$ cat src/rtl/cpsw_pkg.sv
package cpsw_pkg;
  typedef enum logic [2:0] {
    ST_SLEEP  = 3'd0,
    ST_DRIVE1 = 3'd1,
    ST_GAP1   = 3'd2,
    ST_DRIVE2 = 3'd3,
    ST_GAP2   = 3'd4
  } phase_e;

  typedef enum logic {
    RATIO_HALF  = 1'b0,
    RATIO_UNITY = 1'b1
  } ratio_e;

  typedef struct packed {
    logic a;
    logic b;
    logic c;
    logic d;
  } gates_t;
endpackage

$ cat src/rtl/cpsw_sync2.sv
module cpsw_sync2 #(
  parameter logic RST_VAL = 1'b1
) (
  input  logic clk,
  input  logic rst_n,
  input  logic d,
  output logic q
);
  logic meta_q;

  always_ff @(posedge clk or negedge rst_n) begin
    if (!rst_n) begin
      meta_q <= RST_VAL;
      q      <= RST_VAL;
    end else begin
      meta_q <= d;
      q      <= meta_q;
    end
  end
endmodule

$ cat src/rtl/cpsw_seq.sv
module cpsw_seq
  import cpsw_pkg::*;
#(
  parameter int PHASE_W = 8,
  parameter int DEAD_W  = 4
) (
  input  logic               clk,
  input  logic               rst_n,
  input  logic               run,
  input  logic               reg_ok,
  input  logic               mode_req,
  input  logic [PHASE_W-1:0] phase_cfg,
  input  logic [DEAD_W-1:0]  dead_cfg,
  output phase_e             state,
  output ratio_e             ratio
);
  localparam int CW = (PHASE_W > DEAD_W) ? PHASE_W : DEAD_W;

  logic [CW-1:0] cnt_q, cnt_d;
  logic [CW-1:0] phase_len, dead_len, phase_last, dead_last;
  phase_e        state_d;
  logic          latch_ratio;
  logic          phase_done, gap_done;

  assign phase_len  = (phase_cfg == '0) ? CW'(1) : CW'(phase_cfg);
  assign dead_len   = (dead_cfg  == '0) ? CW'(1) : CW'(dead_cfg);
  assign phase_last = phase_len - CW'(1);
  assign dead_last  = dead_len - CW'(1);
  assign phase_done = (cnt_q >= phase_last);
  assign gap_done   = (cnt_q >= dead_last);

  always_comb begin
    state_d     = state;
    cnt_d       = cnt_q + CW'(1);
    latch_ratio = 1'b0;
    if (!run || reg_ok) begin
      state_d = ST_SLEEP;
      cnt_d   = '0;
    end else begin
      unique case (state)
        ST_SLEEP: begin
          state_d     = ST_DRIVE1;
          cnt_d       = '0;
          latch_ratio = 1'b1;
        end
        ST_DRIVE1: if (phase_done) begin
          state_d = ST_GAP1;
          cnt_d   = '0;
        end
        ST_GAP1: if (gap_done) begin
          state_d = ST_DRIVE2;
          cnt_d   = '0;
        end
        ST_DRIVE2: if (phase_done) begin
          state_d = ST_GAP2;
          cnt_d   = '0;
        end
        ST_GAP2: if (gap_done) begin
          state_d     = ST_DRIVE1;
          cnt_d       = '0;
          latch_ratio = 1'b1;
        end
        default: begin
          state_d = ST_SLEEP;
          cnt_d   = '0;
        end
      endcase
    end
  end

  always_ff @(posedge clk or negedge rst_n) begin
    if (!rst_n) begin
      state <= ST_SLEEP;
      cnt_q <= '0;
      ratio <= RATIO_HALF;
    end else begin
      state <= state_d;
      cnt_q <= cnt_d;
      if (latch_ratio) ratio <= mode_req ? RATIO_UNITY : RATIO_HALF;
    end
  end


  sleep_on_reg_chk: assert property (@(posedge clk) disable iff (!rst_n)
    reg_ok |=> (state == ST_SLEEP));


  wake_first_phase_chk: assert property (@(posedge clk) disable iff (!rst_n)
    (state == ST_SLEEP) |=> (state == ST_SLEEP || state == ST_DRIVE1));


  ratio_boundary_chk: assert property (@(posedge clk) disable iff (!rst_n)
    (ratio != $past(ratio)) |-> (state == ST_DRIVE1 && cnt_q == '0));
endmodule

$ cat src/rtl/cpsw_gate_decode.sv
module cpsw_gate_decode
  import cpsw_pkg::*;
(
  input  phase_e state,
  input  ratio_e ratio,
  output gates_t gates
);
  always_comb begin
    gates = '0;
    unique case (state)
      ST_DRIVE1: begin
        gates.a = 1'b1;
        if (ratio == RATIO_UNITY) gates.b = 1'b1;
        else                      gates.c = 1'b1;
      end
      ST_DRIVE2: begin
        if (ratio == RATIO_HALF) begin
          gates.b = 1'b1;
          gates.d = 1'b1;
        end
      end
      default: gates = '0;
    endcase
  end
endmodule

$ cat src/rtl/cpsw_phase_ctrl.sv
module cpsw_phase_ctrl
  import cpsw_pkg::*;
#(
  parameter int PHASE_W = 8,
  parameter int DEAD_W  = 4
) (
  input  logic               clk,
  input  logic               rst_n,
  input  logic               en_a,
  input  logic               en_b,
  input  logic               mode_req,
  input  logic               in_reg,
  input  logic [PHASE_W-1:0] phase_cfg,
  input  logic [DEAD_W-1:0]  dead_cfg,
  output logic               sw_a,
  output logic               sw_b,
  output logic               sw_c,
  output logic               sw_d,
  output logic               mode_1to1,
  output logic               sleeping
);
  logic   reg_ok;
  phase_e state;
  ratio_e ratio;
  gates_t gates;
  logic   run;

  assign run = en_a | en_b;

  cpsw_sync2 #(.RST_VAL(1'b1)) u_sync (
    .clk   (clk),
    .rst_n (rst_n),
    .d     (in_reg),
    .q     (reg_ok)
  );

  cpsw_seq #(.PHASE_W(PHASE_W), .DEAD_W(DEAD_W)) u_seq (
    .clk       (clk),
    .rst_n     (rst_n),
    .run       (run),
    .reg_ok    (reg_ok),
    .mode_req  (mode_req),
    .phase_cfg (phase_cfg),
    .dead_cfg  (dead_cfg),
    .state     (state),
    .ratio     (ratio)
  );

  cpsw_gate_decode u_dec (
    .state (state),
    .ratio (ratio),
    .gates (gates)
  );

  assign sw_a      = gates.a;
  assign sw_b      = gates.b;
  assign sw_c      = gates.c;
  assign sw_d      = gates.d;
  assign mode_1to1 = (ratio == RATIO_UNITY);
  assign sleeping  = (state == ST_SLEEP);


  c_partner_chk: assert property (@(posedge clk) disable iff (!rst_n)
    sw_c |-> (sw_a && !sw_b && !sw_d));


  d_partner_chk: assert property (@(posedge clk) disable iff (!rst_n)
    sw_d |-> (sw_b && !sw_a && !sw_c));


  gap_between_chk: assert property (@(posedge clk) disable iff (!rst_n)
    ((|$past({sw_a, sw_b, sw_c, sw_d})) && (|{sw_a, sw_b, sw_c, sw_d}))
      |-> ({sw_a, sw_b, sw_c, sw_d} == $past({sw_a, sw_b, sw_c, sw_d})));


  unity_cd_off_chk: assert property (@(posedge clk) disable iff (!rst_n)
    mode_1to1 |-> (!sw_c && !sw_d));


  disabled_off_chk: assert property (@(posedge clk) disable iff (!rst_n)
    (!en_a && !en_b) |=> (sleeping && !sw_a && !sw_b && !sw_c && !sw_d));
endmodule

$ cat config.mk
export PLATFORM = sky130hd
export DESIGN_NAME = cpsw_phase_ctrl
export DESIGN_NICKNAME = d
export VERILOG_FILES = /design/src/rtl/cpsw_pkg.sv /design/src/rtl/cpsw_sync2.sv /design/src/rtl/cpsw_seq.sv /design/src/rtl/cpsw_gate_decode.sv /design/src/rtl/cpsw_phase_ctrl.sv
export SDC_FILE = /design/constraint.sdc
export NUM_CORES = 1
export LEC_CHECK = 0
export ABC_AREA = 0
export BUFFER_PORTS_ARGS = -buffer_cell sky130_fd_sc_hd__buf_4
export CAP_MARGIN = 25
export CORE_ASPECT_RATIO = 1.25
export CORE_UTILIZATION = 45
export DETAILED_ROUTE_END_ITERATION = 10
export PLACE_DENSITY_LB_ADDON = 0.08
export SETUP_SLACK_MARGIN = 0.1
export SYNTH_ARGS = -nofsm -noshare
export SYNTH_HDL_FRONTEND = slang
export SYNTH_SLANG_ARGS = --single-unit
export TNS_END_PERCENT = 30
$ cat constraint.sdc
create_clock -name clk -period 2.51 [get_ports clk]
set_clock_uncertainty 0.05 [all_clocks]
set_input_delay 0.502 -clock clk [delete_from_list [all_inputs] [get_ports clk]]
set_output_delay 0.502 -clock clk [all_outputs]
set_load 0.02 [all_outputs]
==> flow_summary.toml, run 1 <==
[synthesis]
postSynthCellCount = 137
syn_area_um2 = 1240
yosysTopAreaCell = "dfrtp_1"
synth_edf_count = 0
ys_ff_latch = 14
syn_avg_cell_area_um2 = 9.06
yosysTopAreaCellShare_pct = 24.2
ys_seq_area_share_pct = 28.4
ys_warn_count = 0
synth-main-ff-cell = "dfrtp_1"
ys_types = 36
synthTopCellsByArea = "dfrtp_1 (24%), ha_1 (20%), nor2_1 (6.4%)"
async_reset_ff_share_pct = 100

[cts]
cts_buffers = 3
cts_tree = "yes"
htreeDepth = 1
cts-root-buf = "clkbuf_4"
clk_pin_slew_ns = 0.08
cts_buffer_depth = 2
cts.sinks = 14
clock_latency_ns = 0.28

[layout]
drive_above_1_share_pct = 41.2
diodes = 0
layout.nets = 221
layout_commonest_cell = "buf_4"
syn_to_final_growth_pct = 41.9
fin_area_um2 = 1760
final_cell_mix = "buf_4 (37), ha_1 (17), nor2_1 (13)"

[placement]
place_area_um2 = 1600
port_buffers = 23
hpwl_um = 2240
gp_congestion = 0.862
post-place-ws_ns = -0.695

[routing]
via_per_inst = 5.34
drt-total-wl_um = 2910
routedWlPerCell_um = 13.5
dr.pass1.iters = 4
route.detailed.drc = 0
first_iter_violations = 21
final_antenna_net_count = 0
vias = 1148

[critical_path]
regToRegSetupSlack_ns = 0.39
r2r_start = "u_seq.cnt_q[0]"
setup.worst_path.class = "in -> reg"
reg2reg_to = "u_seq.ratio"
required_ns = 2.62
end_kind = "flip-flop"
path_max_fanout = 3
worstPathArrival_ns = 2.91
rr_worst_depth = 7
critPathLaunchType = "input pin"

[grt]
first_global_vias = 1105
grt_use_met2_pct = 41.3
use_met3_pct = 3.01
top_usage_layer = "met2"
antenna_found_initial = 0
grt_overflow = 0
grt_pass1_wl_um = 4880
use_met1_pct = 26.0
grt_max_degree = 15
grt.total_usage_pct = 21.8

[min_path]
hp-start = "in_reg"
hold_depth = 1
min_path_type = "in -> reg"
whs_endpoint = "u_sync.meta_q"

[sta]
timing.final.ws_setup_ns = -0.290
period_share_pct = 112
slew_violations = 0
setup_violations = 11
whs_ns = 0.286
min_period_ns = 2.80
fmax_ghz = 0.357
hold_viol = 0
rsz0062_at_grt = "true"

[outcome]
violations = "negative setup slack"
outcome = "finished, violations left"

[job]
maxCapViolations = 0

[power_and_ir_drop]
switching_share_pct = 36.3
p_int_mw = 0.453
pwr-share-seq_pct = 39.1
powerDensity_nw_per_um2 = 404
leakage_nw = 0.825
power_mw = 0.712
clkPwrFrac_pct = 18.5
power_frac_comb_pct = 42.4
worst_ir_drop_vdd_v = 0.000377
power.switching_mw = 0.259

[floorplanning]
initial_core_util_pct = 49.1
io_pins = 24
die_area_um2 = 2970
design.core.area_um2 = 2530
std_cell_rows = 20
die_h_um = 60.7
fp.dieW_um = 49.0
registers in the layout, summed over array words and instances, names as in the netlist:
register       flops
u_seq.cnt_q        8
u_seq.state        3
u_seq.ratio        1
u_sync.meta_q      1
u_sync.q           1
metal layers:
metal / wire, um / vias up
met5: 0 / -
met2: 1580 / 17
met1: 1260 / 538
li1: - / 591
met4: 13 / 0
met3: 60 / 2
synth_stat cells (4+ instances only):
master	count
nor2_1	21
inv_1	6
and3_1	5
nand2_1	6
dfrtp_1	12
xor2_1	7
nand3_1	4
ha_1	20
nor3_1	4
xnor2_1	7
cell type report:
cell class	instances	area, um^2
fill	203	766
sequential	14	353
clock buffer	4	26.3
timing repair buffer	41	322
inverter	6	22.5
tap	33	41.3
multi-input combinational	117	997
power by group through the flow:
| stage | combinational, mW | clock (mW) | sequential [mW] |
|---|---|---|---|
| 3_3_place_gp | 0.260 | 0 | 0.279 |
| 3_5_place_dp | 0.269 | 0 | 0.281 |
| 5_1_grt | 0.329 | 0.146 | 0.283 |
| 6_report | 0.301 | 0.132 | 0.278 |
| 2_1_floorplan | 0.157 | 0 | 0.275 |
| 4_1_cts | 0.290 | 0.136 | 0.278 |
stage by stage:
| stage | setup TNS, ns | utilization [%] | instances |
|---|---|---|---|
| 6_report | -2.96 | 69.7 | 215 |
| 5_1_grt | -4.10 | 69.7 | 215 |
| 4_1_cts | -3.23 | 68.4 | 214 |
| 3_5_place_dp | -7.61 | 63.2 | 208 |
| 3_3_place_gp | -6.94 | 63.2 | 208 |
| 2_1_floorplan | -3.93 | - | 139 |
how the worst max path moves through the flow:
stage,startpoint,endpoint,slack [ns],cells after the start
3_5_place_dp,phase_cfg[3],u_seq.state[0],-0.69,13
5_1_grt,phase_cfg[3],u_seq.cnt_q[5],-0.39,15
3_3_place_gp,phase_cfg[3],u_seq.state[0],-0.66,13
6_report,phase_cfg[3],u_seq.state[1],-0.29,14
4_1_cts,phase_cfg[3],u_seq.state[2],-0.31,14
2_1_floorplan,phase_cfg[3],u_seq.state[0],-0.42,12
what timing repair did:
action / CTS / global route
setup buffers: 1 / 1
hold buffers: 1 / 0
pin swaps: 8 / 7
setup endpoints to repair: 12 / 12
endpoints found under the hold margin: 4 / 0
resized for setup: 18 / 6
worst max-delay path, stage by stage:
cell	delay, ns
buf_6	0.09
or3_4	0.37
or3_4	0.35
nor2_4	0.11
a21oi_2	0.07
ha_2	0.19
nand2_2	0.06
xor2_1	0.06
ha_1	0.31
nand4_1	0.12
nor2_2	0.16
a21oi_2	0.10
nand2b_1	0.19
o41ai_2	0.23
cell families (layout without fill, tap and decap cells):
logic type | Yosys count | count (layout) | share of synthesized area, %
mux | 1 | 1 | 0.907
fa+ha+maj | 20 | 20 | 20.2
simple gates | 57 | 57 | 22.8
buf+inv | 8 | 51 | 2.42
flops | 14 | 14 | 28.4
xor+xnor | 14 | 14 | 9.88
compound gates | 22 | 22 | 15.1
other cells | 1 | 3 | 0.302
(Power assumes the default switching activity.)
==> run 2: changes to the inputs <==
--- a/config.mk
+++ b/config.mk
@@ -8,8 +8,11 @@
 export ABC_AREA = 0
 export BUFFER_PORTS_ARGS = -buffer_cell sky130_fd_sc_hd__buf_4
 export CAP_MARGIN = 25
-export CORE_ASPECT_RATIO = 1.25
-export CORE_UTILIZATION = 45
+export CELL_PAD_IN_SITES_DETAIL_PLACEMENT = 0
+export CELL_PAD_IN_SITES_GLOBAL_PLACEMENT = 1
+export CORE_ASPECT_RATIO = 0.5
+export CORE_UTILIZATION = 41
+export CTS_CLUSTER_SIZE = 20
 export DETAILED_ROUTE_END_ITERATION = 10
 export PLACE_DENSITY_LB_ADDON = 0.08
 export SETUP_SLACK_MARGIN = 0.1
==> flow_summary.toml, run 2 (synthesis gave the netlist of run 1 again) <==
[sta]
fmax_ghz = 0.344
hold_viol = 0
period_share_pct = 116
min_period_ns = 2.91
slew_violations = 0
rsz0062_at_grt = "true"
timing.final.ws_setup_ns = -0.397
setup_tns_ns = -3.74
setup_violations = 12

[layout]
fin_area_um2 = 1820
final_cell_mix = "buf_4 (40), nor2_1 (18), ha_1 (18)"
fillers = 235
layout.nets = 223
drive_above_1_share_pct = 40.2
layout_commonest_cell = "buf_4"
diodes = 0
top_regs = "u_seq.cnt_q: 8 flops, u_seq.state: 3 flops"
multi_input_area_um2 = 1010
ff_latch_area_um2 = 353
largest_register_ffs = 8
syn_to_final_growth_pct = 46.5
regMostFlops = "u_seq.cnt_q"

[power_and_ir_drop]
leakage_nw = 0.865
powerDensity_nw_per_um2 = 449
power_mw = 0.816
worst_ir_drop_vdd_v = 0.000280

[critical_path]
worstSetupStartpoint = "phase_cfg[3]"
r2r_start = "u_seq.cnt_q[2]"
critPathLaunchType = "input pin"
cp_cell_sequence = "buf_6 > or3_4 > or3_4 > nor2_4 > a21oi_4 > ha_4 > xnor2_4 > ha_4 > a211oi_2 > o21ai_2 > a21oi_2 > buf_4 > nand2b_4 > o32ai_2"
rr_worst_depth = 6
cp_slowest_stage_delay_ns = 0.37
worstPathArrival_ns = 2.97
regToRegSetupSlack_ns = 0.44
setup.worst_path.class = "in -> reg"
reg2reg_to = "u_seq.ratio"
cp_slowest_cell = "or3_4"
end_kind = "flip-flop"
path_max_fanout = 3
required_ns = 2.58

[routing]
drt-total-wl_um = 3050
first_iter_violations = 35
vias = 1154
wl_met1_um = 1460
route.met2.wl_um = 1410
via_per_inst = 5.22
dr.max_layer_used = "met4"
dr.pass1.iters = 5
route.detailed.drc = 0
met3WireLength_um = 138
final_antenna_net_count = 0
routedWlPerCell_um = 13.8

[floorplanning]
io_pins = 24
die_h_um = 40.9
design.core.area_um2 = 2730
initial_core_util_pct = 45.4
std_cell_rows = 13
fp.dieW_um = 79.8
die_area_um2 = 3260

[cts]
clk_pin_slew_ns = 0.07
cts.sinks = 14
clock_latency_ns = 0.25
htreeDepth = 1
cts_tree = "yes"
cts_buffer_depth = 2
cts-root-buf = "clkbuf_8"
cts_buffers = 3
holdBufCountCts = 0

[grt]
grt.total_usage_pct = 20.2
grt_pass1_wl_um = 4770
grt_overflow = 0
grt_max_degree = 15
first_global_vias = 1078
antenna_found_initial = 0

[outcome]
violations = "negative setup slack"
outcome = "finished, violations left"

[job]
maxCapViolations = 0

[placement]
gp_congestion = 0.821
place_area_um2 = 1620
hpwl_um = 2190
port_buffers = 23
post-place-ws_ns = -0.767

[min_path]
min_path_type = "in -> async"
## run 2: worst max path at each step
stage                endpoint  cells after the start
6_report       u_seq.state[2]                     14
3_5_place_dp   u_seq.state[0]                     13
4_1_cts        u_seq.state[2]                     14
2_1_floorplan  u_seq.state[0]                     12
5_1_grt        u_seq.state[1]                     15
3_3_place_gp   u_seq.state[0]                     13
## run 2: where the power goes
part           internal [mW]  total (mW)  switching (mW)
Clock                  0.139       0.229          0.0898
Sequential             0.245       0.280          0.0351
Combinational          0.154       0.307           0.153
Total                  0.538       0.816           0.278
## run 2: timing repair
item,in CTS,in global routing
resized for setup,12,8
pin swaps,9,6
endpoints found under the setup margin,12,12
setup buffers,2,1
gates cloned,0,0
## run 2: stage by stage
| step | hold WS [ns] | instances | utilization, % |
|---|---|---|---|
| finish | 0.0400 | 221 | 66.5 |
| global route | 0.0500 | 221 | 66.5 |
| CTS | 0.0450 | 220 | 64.1 |
| detailed placement | 0.298 | 214 | 59.2 |
| global placement | 0.295 | 214 | 59.2 |
| floorplan | 0.156 | 139 | - |
## run 2: layout make-up
cell class	count	area share (%)
Sequential cell	14	19.4
Clock buffer	4	3.03
Timing Repair Buffer	43	18.4
Multi-Input combinational cell	117	55.4
Inverter	6	1.24
Tap cell	37	2.55
## run 2: layer usage
| layer | GRT usage [%] | vias up |
|---|---|---|
| li1 | - | 587 |
| met1 | 24.6 | 534 |
| met2 | 38.2 | 29 |
| met3 | 5.33 | 4 |
| met4 | 2.68 | 0 |
| met5 | 0 | - |
## run 2: critical path, delay by kind of cell
kind,cells,cell delay (ns)
buffers and inverters,2,0.22
AOI/OAI and AO/OA,5,0.68
adders and majority gates,2,0.43
xor gates and xnor gates,1,0.16
and+or+nand+nor,4,0.98
==> run 3: changes to the inputs <==
--- a/config.mk
+++ b/config.mk
@@ -14,7 +14,7 @@
 export CORE_UTILIZATION = 41
 export CTS_CLUSTER_SIZE = 20
 export DETAILED_ROUTE_END_ITERATION = 10
-export PLACE_DENSITY_LB_ADDON = 0.08
+export PLACE_DENSITY = 0.77
 export SETUP_SLACK_MARGIN = 0.1
 export SYNTH_ARGS = -nofsm -noshare
 export SYNTH_HDL_FRONTEND = slang
==> flow_summary.toml, run 3 (synthesis gave the netlist of run 1 again) <==
[sta]
period_share_pct = 116
rsz0062_at_grt = "true"
min_period_ns = 2.92
timing.final.ws_setup_ns = -0.408
setup_violations = 12
slew_violations = 0
fmax_ghz = 0.343
whs_ns = 0.0478
hold_viol = 0

[routing]
routedWlPerCell_um = 12.6
via_per_inst = 5.14
drt-total-wl_um = 2790
dr.pass1.iters = 4
vias = 1136
route.detailed.drc = 0
final_antenna_net_count = 0
first_iter_violations = 62

[cts]
cts_buffers = 3
cts.sinks = 14
clk_pin_slew_ns = 0.06
cts_tree = "yes"
htreeDepth = 1
cts-root-buf = "clkbuf_8"
cts_buffer_depth = 2
clock_latency_ns = 0.25

[critical_path]
path_max_fanout = 8
critPathLaunchType = "input pin"
setup.worst_path.class = "in -> reg"
end_kind = "flip-flop"
worstPathArrival_ns = 3.05
required_ns = 2.64

[layout]
layout_commonest_cell = "buf_4"
diodes = 0
layoutNonFillerInstCount = 221
top_regs = "u_seq.cnt_q: 8 flops, u_seq.state: 3 flops"
syn_to_final_growth_pct = 39.8
layout.nets = 223
largest_register_ffs = 8
regMostFlops = "u_seq.cnt_q"
drive_above_1_share_pct = 37.0
final_cell_mix = "buf_4 (40), ha_1 (19), nor2_1 (16)"

[power_and_ir_drop]
power.switching_mw = 0.257
power_frac_comb_pct = 37.6
pwr-share-seq_pct = 36.6
switching_share_pct = 34.1
powerDensity_nw_per_um2 = 434
clkPwrFrac_pct = 25.8
worst_ir_drop_vdd_v = 0.000260
leakage_nw = 0.838
p_int_mw = 0.497

[floorplanning]
die_h_um = 40.9
fp.dieW_um = 79.8
io_pins = 24
die_area_um2 = 3260
std_cell_rows = 13
design.core.area_um2 = 2730
initial_core_util_pct = 45.4

[job]
maxCapViolations = 0

[outcome]
outcome = "finished, violations left"
violations = "negative setup slack"

[grt]
grt_pass1_wl_um = 4630
grt.total_usage_pct = 19.7
grt_max_degree = 15
grt_overflow = 0
first_global_vias = 1020
antenna_found_initial = 0

[placement]
post-place-ws_ns = -0.782
port_buffers = 23
hpwl_um = 2200
dp.cells = 213
gp_congestion = 0.785

[min_path]
min_path_type = "in -> async"
==> run 3: per-layer routing <==
layer / vias to the layer above / routed length, um / track usage (%)
met5: - / 0 / 0
li1: 585 / - / -
met1: 525 / 1420 / 26.1
met4: 0 / 13 / 2.68
met3: 2 / 125 / 4.89
met2: 24 / 1240 / 34.2
==> run 3: timing repair <==
| action | in CTS | in global routing |
|---|---|---|
| pin swaps | 4 | 3 |
| setup endpoints to repair | 12 | 12 |
| gates resized for setup | 9 | 3 |
| setup buffers | 3 | 1 |
| hold buffers | 0 | 0 |
| hold endpoints to repair | 0 | 0 |
==> run 3: power by group through the flow <==
stage	Clock, mW	Combinational (mW)	Sequential, mW
2_1_floorplan	0	0.157	0.275
3_3_place_gp	0	0.265	0.280
3_5_place_dp	0	0.267	0.279
4_1_cts	0.203	0.283	0.275
5_1_grt	0.209	0.315	0.279
6_report	0.194	0.284	0.276
==> run 3: final cells by class <==
type                            instances  area [um^2]
Sequential cell                        14          353
Multi-Input combinational cell        117          935
Clock buffer                            4         45.0
Timing Repair Buffer                   43          334
Fill cell                             259          997
Inverter                                6         22.5
Tap cell                               37         46.3
==> run 3: path summary, 6_finish.rpt <==
| kind | startpoint | to | slack [ns] | cells after the start |
|---|---|---|---|---|
| setup / recovery | phase_cfg[3] | u_seq.cnt_q[4] | -0.41 | 14 |
| hold / removal | rst_n | u_seq.cnt_q[3] | 0.05 | 1 |
| setup reg to reg | u_seq.cnt_q[1] | u_seq.ratio | 0.41 | 6 |
| hold reg to reg | u_sync.meta_q | u_sync.q | 0.31 | 0 |
| max in group asynchronous | rst_n | u_sync.meta_q | 2.12 | 1 |
| min in group clk | u_sync.meta_q | u_sync.q | 0.31 | 0 |
==> run 3: worst max-delay path, stage by stage <==
cell      delay, ns
buf_6          0.09
or3_4          0.37
or3_4          0.35
nor2_4         0.10
a21oi_2        0.07
ha_2           0.20
xnor2_2        0.14
ha_1           0.30
a211oi_2       0.21
o21ai_2        0.12
a21oi_2        0.21
a22oi_2        0.11
buf_6          0.16
nor2_1         0.10
==> run 3: per-stage QoR <==
step	cell area, um^2	util, %	total power, mW	TNS [ns]
6_report	1740	63.5	0.754	-4.17
5_1_grt	1740	63.5	0.803	-5.81
4_1_cts	1720	62.9	0.761	-4.46
3_5_place_dp	1610	58.9	0.547	-8.61
3_3_place_gp	1610	58.9	0.545	-8.27
2_1_floorplan	1280	-	0.431	-3.93
